$ cat config.mk
export PLATFORM = sky130hd
export DESIGN_NAME = mini_uart
export DESIGN_NICKNAME = d
export VERILOG_FILES = /design/src/rtl/mini_uart_pkg.sv /design/src/rtl/mini_uart_baud.sv /design/src/rtl/mini_uart_rx.sv /design/src/rtl/mini_uart_tx.sv /design/src/rtl/mini_uart_fifo.sv /design/src/rtl/mini_uart.sv
export SDC_FILE = /design/constraint.sdc
export NUM_CORES = 1
export LEC_CHECK = 0
export BUFFER_PORTS_ARGS = -buffer_cell sky130_fd_sc_hd__buf_2
export CORE_AREA = 2 2 143 75
export DETAILED_ROUTE_END_ITERATION = 8
export DIE_AREA = 0 0 145 77
export HOLD_SLACK_MARGIN = 0.12
export PLACE_DENSITY_LB_ADDON = 0.12
export SYNTH_ARGS = -nofsm -noshare
export SYNTH_HDL_FRONTEND = slang
export SYNTH_SLANG_ARGS = --single-unit
$ cat constraint.sdc
create_clock -name clk_i -period 6.4 [get_ports clk_i]
set_input_delay 0.64 -clock clk_i [delete_from_list [all_inputs] [get_ports clk_i]]
set_output_delay 0.64 -clock clk_i [all_outputs]
set_load 0.01 [all_outputs]
$ cat src/rtl/mini_uart_pkg.sv
package mini_uart_pkg;
  localparam int unsigned OVS = 16;
  localparam logic [2:0] MODE_OFF = 3'd7;

  typedef enum logic [1:0] {RX_IDLE, RX_START, RX_DATA, RX_STOP} rx_state_e;

  function automatic int unsigned mode_div(input logic [2:0] m);
    case (m)
      3'd0: mode_div = 1;
      3'd1: mode_div = 2;
      3'd2: mode_div = 3;
      3'd3: mode_div = 6;
      3'd4: mode_div = 12;
      3'd5: mode_div = 24;
      default: mode_div = 48;
    endcase
  endfunction
endpackage

$ cat src/rtl/mini_uart_baud.sv
module mini_uart_baud #(
  parameter int unsigned BASE_CLKS = 4
) (
  input  logic       clk_i,
  input  logic       rst_ni,
  input  logic       en_i,
  input  logic [2:0] mode_i,
  output logic       tick_o
);
  import mini_uart_pkg::*;
  localparam int unsigned CW = $clog2(BASE_CLKS * 48 + 1);

  logic [CW-1:0] cnt_q, lim;

  always_comb lim = CW'(BASE_CLKS * mode_div(mode_i) - 1);
  assign tick_o = en_i && (cnt_q >= lim);

  always_ff @(posedge clk_i or negedge rst_ni) begin
    if (!rst_ni)           cnt_q <= '0;
    else if (!en_i)        cnt_q <= '0;
    else if (cnt_q >= lim) cnt_q <= '0;
    else                   cnt_q <= cnt_q + 1'b1;
  end
endmodule

$ cat src/rtl/mini_uart_rx.sv
module mini_uart_rx (
  input  logic       clk_i,
  input  logic       rst_ni,
  input  logic       clr_i,
  input  logic       tick_i,
  input  logic       rx_i,
  output logic       valid_o,
  output logic [7:0] data_o
);
  import mini_uart_pkg::*;

  rx_state_e  st_q;
  logic [3:0] tcnt_q;
  logic [2:0] bcnt_q;
  logic [7:0] sh_q;
  logic       prev_q, valid_q;

  assign valid_o = valid_q;
  assign data_o  = sh_q;

  always_ff @(posedge clk_i or negedge rst_ni) begin
    if (!rst_ni) begin
      st_q <= RX_IDLE; tcnt_q <= '0; bcnt_q <= '0; sh_q <= '0;
      prev_q <= 1'b1; valid_q <= 1'b0;
    end else if (clr_i) begin
      st_q <= RX_IDLE; tcnt_q <= '0; bcnt_q <= '0;
      prev_q <= 1'b1; valid_q <= 1'b0;
    end else begin
      valid_q <= 1'b0;
      if (tick_i) begin
        prev_q <= rx_i;
        unique case (st_q)
          RX_IDLE: if (prev_q && !rx_i) begin
            st_q <= RX_START; tcnt_q <= '0;
          end
          RX_START: begin
            if (tcnt_q == 4'd7) begin
              tcnt_q <= '0; bcnt_q <= '0;
              st_q   <= rx_i ? RX_IDLE : RX_DATA;  // glitch reject at mid start
            end else tcnt_q <= tcnt_q + 1'b1;
          end
          RX_DATA: begin
            if (tcnt_q == 4'd15) begin
              tcnt_q <= '0;
              sh_q   <= {rx_i, sh_q[7:1]};
              if (bcnt_q == 3'd7) st_q <= RX_STOP;
              else bcnt_q <= bcnt_q + 1'b1;
            end else tcnt_q <= tcnt_q + 1'b1;
          end
          RX_STOP: begin
            if (tcnt_q == 4'd15) begin
              tcnt_q  <= '0;
              valid_q <= rx_i;
              st_q    <= RX_IDLE;
            end else tcnt_q <= tcnt_q + 1'b1;
          end
          default: st_q <= RX_IDLE;
        endcase
      end
    end
  end
endmodule

$ cat src/rtl/mini_uart_tx.sv
module mini_uart_tx (
  input  logic       clk_i,
  input  logic       rst_ni,
  input  logic       clr_i,
  input  logic       tick_i,
  input  logic       wr_i,
  input  logic [7:0] din_i,
  output logic       empty_o,
  output logic       tx_o
);
  logic       full_q, busy_q, load;
  logic [7:0] hold_q;
  logic [9:0] sh_q;
  logic [3:0] tcnt_q, bidx_q;

  assign load    = !busy_q && full_q && !clr_i;
  assign empty_o = !full_q;
  assign tx_o    = busy_q ? sh_q[0] : 1'b1;

  always_ff @(posedge clk_i or negedge rst_ni) begin
    if (!rst_ni) begin
      full_q <= 1'b0; hold_q <= '0;
    end else if (load) begin
      full_q <= 1'b0;
    end else if (wr_i && !full_q) begin
      full_q <= 1'b1; hold_q <= din_i;
    end
  end

  always_ff @(posedge clk_i or negedge rst_ni) begin
    if (!rst_ni) begin
      busy_q <= 1'b0; sh_q <= '1; tcnt_q <= '0; bidx_q <= '0;
    end else if (clr_i) begin
      busy_q <= 1'b0; tcnt_q <= '0; bidx_q <= '0;
    end else if (load) begin
      sh_q <= {1'b1, hold_q, 1'b0};
      busy_q <= 1'b1; tcnt_q <= '0; bidx_q <= '0;
    end else if (busy_q && tick_i) begin
      if (tcnt_q == 4'd15) begin
        tcnt_q <= '0;
        sh_q   <= {1'b1, sh_q[9:1]};
        if (bidx_q == 4'd9) busy_q <= 1'b0;
        else bidx_q <= bidx_q + 1'b1;
      end else tcnt_q <= tcnt_q + 1'b1;
    end
  end
endmodule

$ cat src/rtl/mini_uart_fifo.sv
module mini_uart_fifo #(
  parameter int unsigned DEPTH = 5,
  parameter int unsigned W     = 8,
  localparam int unsigned PW   = (DEPTH > 1) ? $clog2(DEPTH) : 1,
  localparam int unsigned CW   = $clog2(DEPTH + 1)
) (
  input  logic          clk_i,
  input  logic          rst_ni,
  input  logic          push_i,
  input  logic [W-1:0]  din_i,
  input  logic          pop_i,
  output logic [W-1:0]  dout_o,
  output logic [CW-1:0] count_o,
  output logic          full_o,
  output logic          empty_o
);
  logic [W-1:0]  mem_q [DEPTH];
  logic [PW-1:0] wp_q, rp_q;
  logic [CW-1:0] cnt_q;
  logic          do_push, do_pop;

  assign full_o  = (cnt_q == CW'(DEPTH));
  assign empty_o = (cnt_q == '0);
  assign count_o = cnt_q;
  assign dout_o  = mem_q[rp_q];
  assign do_push = push_i && !full_o;
  assign do_pop  = pop_i && !empty_o;

  function automatic logic [PW-1:0] nxt(input logic [PW-1:0] p);
    return (p == PW'(DEPTH - 1)) ? '0 : p + 1'b1;
  endfunction

  always_ff @(posedge clk_i) if (do_push) mem_q[wp_q] <= din_i;

  always_ff @(posedge clk_i or negedge rst_ni) begin
    if (!rst_ni) begin
      wp_q <= '0; rp_q <= '0; cnt_q <= '0;
    end else begin
      if (do_push) wp_q <= nxt(wp_q);
      if (do_pop)  rp_q <= nxt(rp_q);
      if (do_push && !do_pop)      cnt_q <= cnt_q + 1'b1;
      else if (do_pop && !do_push) cnt_q <= cnt_q - 1'b1;
    end
  end
endmodule

$ cat src/rtl/mini_uart.sv
module mini_uart #(
  parameter int unsigned BASE_CLKS = 4,
  parameter int unsigned RX_DEPTH  = 5
) (
  input  logic       clk_i,
  input  logic       rst_ni,
  input  logic       rd_i,
  input  logic       wr_i,
  input  logic       addr_i,
  input  logic [7:0] wdata_i,
  output logic [7:0] rdata_o,
  input  logic       rx_i,
  output logic       tx_o,
  input  logic       cts_i,
  output logic       rts_o,
  output logic       irq_o
);
  import mini_uart_pkg::*;
  localparam int unsigned CW = $clog2(RX_DEPTH + 1);

  logic [2:0]    mode_q;
  logic          rts_q, ovf_q, pend_q, tbre_d_q;
  logic [1:0]    rx_sync_q, cts_sync_q;
  logic          off, tick, rx_valid, tbre, stat_rd;
  logic [7:0]    rx_byte, fifo_dout;
  logic [CW-1:0] fifo_cnt;
  logic          fifo_full, fifo_empty;

  assign off     = (mode_q == MODE_OFF);
  assign stat_rd = rd_i && !addr_i;

  mini_uart_baud #(.BASE_CLKS(BASE_CLKS)) u_baud (
    .clk_i(clk_i), .rst_ni(rst_ni), .en_i(!off), .mode_i(mode_q), .tick_o(tick)
  );

  mini_uart_rx u_rx (
    .clk_i(clk_i), .rst_ni(rst_ni), .clr_i(off), .tick_i(tick),
    .rx_i(rx_sync_q[1]), .valid_o(rx_valid), .data_o(rx_byte)
  );

  mini_uart_fifo #(.DEPTH(RX_DEPTH), .W(8)) u_fifo (
    .clk_i(clk_i), .rst_ni(rst_ni), .push_i(rx_valid), .din_i(rx_byte),
    .pop_i(rd_i && addr_i), .dout_o(fifo_dout), .count_o(fifo_cnt),
    .full_o(fifo_full), .empty_o(fifo_empty)
  );

  mini_uart_tx u_tx (
    .clk_i(clk_i), .rst_ni(rst_ni), .clr_i(off), .tick_i(tick),
    .wr_i(wr_i && addr_i), .din_i(wdata_i), .empty_o(tbre), .tx_o(tx_o)
  );

  always_ff @(posedge clk_i or negedge rst_ni) begin
    if (!rst_ni) begin
      mode_q <= '0; rts_q <= 1'b0; ovf_q <= 1'b0; pend_q <= 1'b0;
      tbre_d_q <= 1'b1; rx_sync_q <= 2'b11; cts_sync_q <= 2'b00;
    end else begin
      rx_sync_q  <= {rx_sync_q[0], rx_i};
      cts_sync_q <= {cts_sync_q[0], cts_i};
      tbre_d_q   <= tbre;
      if (wr_i && !addr_i) begin
        mode_q <= wdata_i[7:5];
        rts_q  <= wdata_i[4];
      end
      if (rx_valid && fifo_full) ovf_q <= 1'b1;
      else if (stat_rd)          ovf_q <= 1'b0;
      if (tbre && !tbre_d_q)     pend_q <= 1'b1;
      else if (stat_rd)          pend_q <= 1'b0;
    end
  end

  assign rts_o   = rts_q;
  assign irq_o   = !off && (!fifo_empty || pend_q);
  assign rdata_o = addr_i ? fifo_dout
                          : {mode_q, rts_q, cts_sync_q[1], ovf_q, !fifo_empty, tbre};
endmodule

## Word level (Yosys, flattened, before mapping)

Memories as Yosys holds them, arrays and structs flattened.
Index checks and enable logic that the tools add are counted.

| operators by class | value |
|---|---|
| reductions and logical operators | 51 |
| multiplexer cells | 60 |
| equality and inequality tests | 24 |
| order comparisons | 1 |
| add/sub/neg operators | 10 |
| bitwise logic cells | 2 |

Operator list:

| kind | count |
|---|---|
| 4-bit 2-to-1 mux | 14 |
| 6-bit case mux with 6 select lines | 1 |
| 10-bit 2-to-1 mux | 3 |
| 3-bit 2-to-1 mux | 9 |
| 8-bit 2-to-1 mux | 3 |
| 3-bit equality test (second input constant) | 7 |
| 1-bit 2-to-1 mux | 19 |
| 3-bit by 1-bit inequality test with 1-bit output (second input constant) | 6 |
| 1-bit logical AND | 17 |
| 2-bit 2-to-1 mux | 8 |
| 2-bit nonzero test | 7 |
| 3-bit by 1-bit adder with 3-bit output (second input constant) | 4 |
| 4-bit by 1-bit adder with 4-bit output (second input constant) | 3 |
| 4-bit equality test (second input constant) | 3 |
| 4-bit case mux with 3 select lines | 1 |
| 3-bit nonzero test | 4 |
| 1-bit logical NOT | 10 |
| 3-bit AND reduction | 3 |
| 8-bit by 1-bit adder with 8-bit output (second input constant) | 1 |
| 8-bit greater-or-equal comparator | 1 |
| 2-bit case mux with 4 select lines | 1 |
| 8-bit by 1-bit subtractor with 8-bit output (second input constant) | 1 |
| 3-bit by 2-bit equality test with 1-bit output (second input constant) | 2 |
| 3-bit logical NOT | 2 |
| 15 further kinds | 18 |

| word-level totals | value |
|---|---|
| register bits | 75 |
| memories kept | 1 |
| logic and storage cells | 172 |
| input port bits | 15 |
| output and inout bits | 11 |
| RAM bits | 40 |

Memories:

| memory | words | bits a word | read ports | clocked after Yosys merged registers in | wr ports | RTL line | RTL |
|---|---|---|---|---|---|---|---|
| u_fifo.mem_q | 5 | 8 | 1 | 0 | 1 | mini_uart_fifo.sv:17 | `logic [W-1:0] mem_q [DEPTH];` |

## Logic depth before layout (Yosys ltp)

| depth | value |
|---|---|
| depth after elaboration | 9 |
| depth in mapped cells | 13 |
| gate-level depth less buffers | 10 |

## Modules after synthesis

Synthesis repeated with hierarchy kept, for this count alone.

| unflattened totals | value |
|---|---|
| cell total of the unflattened synthesis | 455 |
| area, all modules | 5557.8 um^2 |

Modules (own cells, without submodules):

| module | cells an instance | area each (um^2) | sequential area each (um^2) | instances |
|---|---|---|---|---|
| mini_uart_fifo | 136 | 2118.3 | 1426.4 | 1 |
| mini_uart_tx | 137 | 1340.0 | 686.9 | 1 |
| mini_uart_rx | 87 | 996.0 | 476.7 | 1 |
| mini_uart_baud | 59 | 568.0 | 200.2 | 1 |
| mini_uart | 36 | 535.5 | 279.0 | 1 |

## Worst setup path after synthesis

Ideal clock, no wire load.

| path | value |
|---|---|
| path kind | reg2reg |
| start | reg mode_q[2] |
| end | reg u_tx.sh_q[5] |
| stages on the path, launching flop included | 12 |
| library setup time | 83 ps |
| buffers on the path | 3 |
| clock period less this slack | 2600 ps |
| required time | 6317 ps |
| slack | 3800 ps |
| arrival | 2516 ps |
| path through | dfrtp_1 -> buf_2 -> or2_2 -> ha_1 -> ha_1 -> a21oi_2 -> a21oi_2 -> or2_1 -> buf_6 -> buf_12 -> and3_1 -> a221o_1 |

| between the ends | value |
|---|---|
| cells in the longest elaborated chain, start to end | 8 |
| elaborated cells on any way between the ends | 19 |
| classes of those cells | 1 x add/sub; 1 x order compare; 6 x eq/ne; 2 x mux; 1 x bitwise; 8 x reduce/logical |

Ends and longest elaborated chain:

| what | RTL line | RTL |
|---|---|---|
| start: declaration | mini_uart.sv:21 | `logic [2:0] mode_q;` |
| start signal: assignment | mini_uart.sv:61 | `mode_q <= wdata_i[7:5];` |
| 3-bit equality test (tied with other cells) | mini_uart_pkg.sv:8 | `case (m)` |
| 6-bit case mux with 6 select lines | mini_uart_pkg.sv:8 |  |
| 8-bit by 1-bit subtractor with 8-bit output | mini_uart_baud.sv:15 | `always_comb lim = CW'(BASE_CLKS * mode_div(mode_i) - 1);` |
| 8-bit greater-or-equal comparator | mini_uart_baud.sv:16 | `assign tick_o = en_i && (cnt_q >= lim);` |
| 1-bit logical AND | mini_uart_baud.sv:16 |  |
| 1-bit logical AND | mini_uart_tx.sv:38 | `end else if (busy_q && tick_i) begin` |
| 2-bit nonzero test (no source line) | -- |  |
| 3-bit AND reduction (no source line) | -- |  |
| end signal: assignment | mini_uart_tx.sv:36 | `sh_q <= {1'b1, hold_q, 1'b0};` |
| end signal: assignment | mini_uart_tx.sv:41 | `sh_q <= {1'b1, sh_q[9:1]};` |
| end: declaration | mini_uart_tx.sv:13 | `logic [9:0] sh_q;` |

Parallel ways exist; a longest one is shown, timed or not.
A chain may end at the register's enable or synchronous reset.

## Final worst setup path

| path | value |
|---|---|
| start | reg mode_q[0] |
| end | reg u_rx.sh_q[5], in the netlist u_rx.data_o[5] |

| between the ends | value |
|---|---|
| cells in the longest elaborated chain, start to end | 6 |
| elaborated cells on any way between the ends | 14 |
| classes of those cells | 1 x add/sub; 1 x order compare; 6 x eq/ne; 1 x mux; 1 x bitwise; 4 x reduce/logical |

Ends and longest elaborated chain:

| what | RTL line | RTL |
|---|---|---|
| 3-bit equality test (tied with other cells) | mini_uart_pkg.sv:8 |  |
| 6-bit case mux with 6 select lines | mini_uart_pkg.sv:8 |  |
| 8-bit by 1-bit subtractor with 8-bit output | mini_uart_baud.sv:15 |  |
| 8-bit greater-or-equal comparator | mini_uart_baud.sv:16 |  |
| 1-bit logical AND | mini_uart_baud.sv:16 |  |
| 4-bit AND reduction (no source line) * | -- |  |
| end signal: assignment | mini_uart_rx.sv:45 | `sh_q <= {rx_i, sh_q[7:1]};` |
| end: declaration | mini_uart_rx.sv:15 | `logic [7:0] sh_q;` |

Mark *: on every way between the ends. The rest lies on a longest branch, timed or not.

==> reports/summary.txt <==
outcome: completed
DP HPWL: 7600 µm
postcts setup bufs: 0
GRT overflow: 0
first-pass GRT wire length: 18,600 µm
clock root buffer: clkbuf_16
synth unique cells: 60
final-report max-slew violation count: 0
cell count after synthesis: 434
main flop type after synthesis: dfrtp_1
pre-CTS WS: 3.05 ns
drt first-iter violations: 394
#FFs+latches synth: 114
IO Count: 26
row cnt: 26
vias in the first global route: 3,385
largest net degree at the start of global routing: 75
Final Core Density: 62.8%
max_cap viols: 0
fmax: 295 MHz
YS warnings: 0
proportion of layout cells with a drive suffix above 1: 23.3%
Area growth, synth to finish: 16.5%
path category of the worst min-delay check: in -> reg
routed wire length: 11,300 µm
Fin. Hold Viols: 0
Hold-fix buffers, CTS: 0
Design Area, Final: 6230 µm²
setup ws final: 3.01 ns
Max-slew headroom: 21.7%
CTS-repair resized insts: 0
Synth Area per Inst: 12.3 µm²
RSZ-0062 raised after global routing: no
CP Capture Type: flop
Int Power: 1.70 mW
P per Cell Area: 367 nW/µm²
CP Data Required Time: 6.69 ns
drt drc: 0
mux share of post-synthesis cell area: 9.85%
Die Ht: 77 µm
ys async rst share: 64.9%
placed cells: 585
die area: 11,200 µm²
Final ANT Viol Nets: 0
CTS buffer count: 17
switch share: 25.9%
Worst EP arrival: 3.69 ns
Clk pwr share: 44.6%
Layout Nets: 499
NetSw: 592 µW
dpl cell area: 5580 µm²
clock slew at reported path FFs: 0.06 ns
startpoint types: flop
worst-skew pair later-pin latency: 0.42 ns
Worst Skew: 0.0101 ns
vias per cell: 5.79
Layout fillers: 754
Post-synth EDFFs: 40
via count: 3,574
# clock sinks: 114
crit-path max FO: 25
non-filler cells, final: 617
H-Tree Depth: 4
Die X: 145 µm
Setup violations, final: 0
Adder-Cell Fraction of Synth Area: 4.82%
area share of and/or/nand/nor cells after synthesis: 14.9%
core area: 9920 µm²
initial antenna violation count: 0
register share of total power: 41.2%
crit path time final: 3.39 ns
mapped cell area: 5350 µm²
Logic pwr share: 14.2%
Peak VDD IR: 0.206 mV
main combinational cell family by area after synthesis: simple AND/OR/NAND/NOR gates
setup tns final: 0 ns
clk buf depth: 2
final worst-path cycle share: 53.0%
port buffer count: 25
XOR/XNOR share of the synthesized area: 1.64%
Post-Syn Nets: 469
DR WL/cell: 18.3 µm
DRT Pass-1 Iters: 5
Worst Tran Pin Value: 1.17 ns
sequential element share of the synthesized area: 57.4%
kind of critical path: reg -> reg
Compound-Gate Fraction of Synth Area: 8.42%
antenna cells: 0
CTS tree: done
Pleak: 2.54 nW
Initial Utilization: 53.9%
overall routing resource usage: 22.1%
gpl congestion: 0.814
-- cell families (layout without fill, tap and decap cells) --
family | Yosys count | after routing
buffers and inverters | 32 | 75
and+or+nand+nor | 148 | 148
adders and majority gates | 20 | 20
muxes | 40 | 40
AOI/OAI and AO/OA | 70 | 70
xor gates and xnor gates | 10 | 10
DFF | 114 | 114
-- path summary, 6_finish.rpt --
kind                                    start         endpoint  slack [ns]  cells past startpoint
worst max-delay path                mode_q[0]   u_rx.data_o[5]        3.01                      9
worst min-delay path                     rx_i     rx_sync_q[0]        0.33                      1
worst max register to register      mode_q[0]   u_rx.data_o[5]        3.01                      9
worst min register to register  cts_sync_q[0]    cts_sync_q[1]        0.35                      0
max in group asynchronous              rst_ni  u_baud.cnt_q[6]        5.43                      1
min in group asynchronous              rst_ni   u_rx.tcnt_q[1]        0.35                      1
-- cells in the final DEF, fill, tap and decap left out, drive strengths merged, types with 5 or more instances in the layout --
master,count
and3,14
and2,8
nand2,30
nand4,5
a221o,7
edfxtp,40
inv,15
o21ai,25
mux4,8
xor2,6
buf,29
nor4,6
clkbuf,27
a21oi,22
ha,19
nand3b,6
nand3,20
mux2,21
dfrtp,61
mux2i,11
dfstp,13
nor2,34
-- registers in the layout, indices dropped and copies added (netlist names), 2 cells and up --
signal	flops
u_tx.bidx_q	4
u_rx.bcnt_q	3
u_fifo.wp_q	3
u_fifo.mem_q	40
mode_q	3
u_rx.st_q	2
u_fifo.count_o	3
cts_sync_q	2
u_tx.sh_q	9
rx_sync_q	2
u_rx.data_o	8
u_rx.tcnt_q	4
u_fifo.rp_q	3
u_baud.cnt_q	8
u_tx.hold_q	8
u_tx.tcnt_q	4
-- worst max-delay path: stages (launching register included) --
cell and delay, ns:
dfrtp_1 0.47, nor2_1 0.08, or2_2 0.28, ha_1 0.32, ha_1 0.34, nand3_2 0.09, a21oi_2 0.26, or2_1 0.76
nand3_4 0.30, mux2_2 0.36
-- metrics by stage --
| stage | hold slack [ns] | power [mW] |
|---|---|---|
| floorplan | 0.331 | 1.19 |
| global placement | 0.343 | 1.27 |
| detailed placement | 0.338 | 1.28 |
| CTS | 0.320 | 2.30 |
| global route | 0.314 | 2.39 |
| finish | 0.329 | 2.29 |
-- synthesized netlist by cell type, types with 11 or more instances --
cell type	count	area share [%]
mux2i_1	11	2.1
inv_1	14	0.98
a21oi_1	20	1.9
o21ai_0	23	2.2
dfstp_2	13	6.4
ha_1	19	4.4
edfxtp_1	40	22
mux2_2	21	4.4
nand2_1	29	2.0
nand3_1	18	1.7
dfrtp_1	61	29
and3_1	14	1.6
nor2_1	32	2.2
-- power by group through the flow --
| stage | Clock, mW | Combinational [mW] | Sequential (mW) |
|---|---|---|---|
| 6_report | 1.02 | 0.325 | 0.944 |
| 4_1_cts | 1.03 | 0.327 | 0.941 |
| 5_1_grt | 1.07 | 0.366 | 0.957 |
| 3_5_place_dp | 0 | 0.327 | 0.950 |
| 2_1_floorplan | 0 | 0.274 | 0.918 |
| 3_3_place_gp | 0 | 0.314 | 0.951 |
-- cell type report --
cell class | instances | area [µm²] | share of cell area, %
clock buffers | 27 | 568 | 9.12
clock inverters | 5 | 81.3 | 1.31
inverters | 14 | 52.6 | 0.843
multi-input cells | 288 | 2130 | 34.1
flip-flops and latches | 114 | 3070 | 49.3
well taps | 140 | 175 | 2.81
repair buffers | 29 | 158 | 2.53
-- per-layer routing --
layer	GRT usage [%]	wire length, µm	part of all wire (%)	vias up
met5	0	0	0	-
met4	7.33	123	1.1	0
met3	6.61	641	5.7	13
met2	28.0	4570	40	121
met1	35.5	5980	53	1780
li1	-	-	-	1660
(Power assumes the default switching activity.)
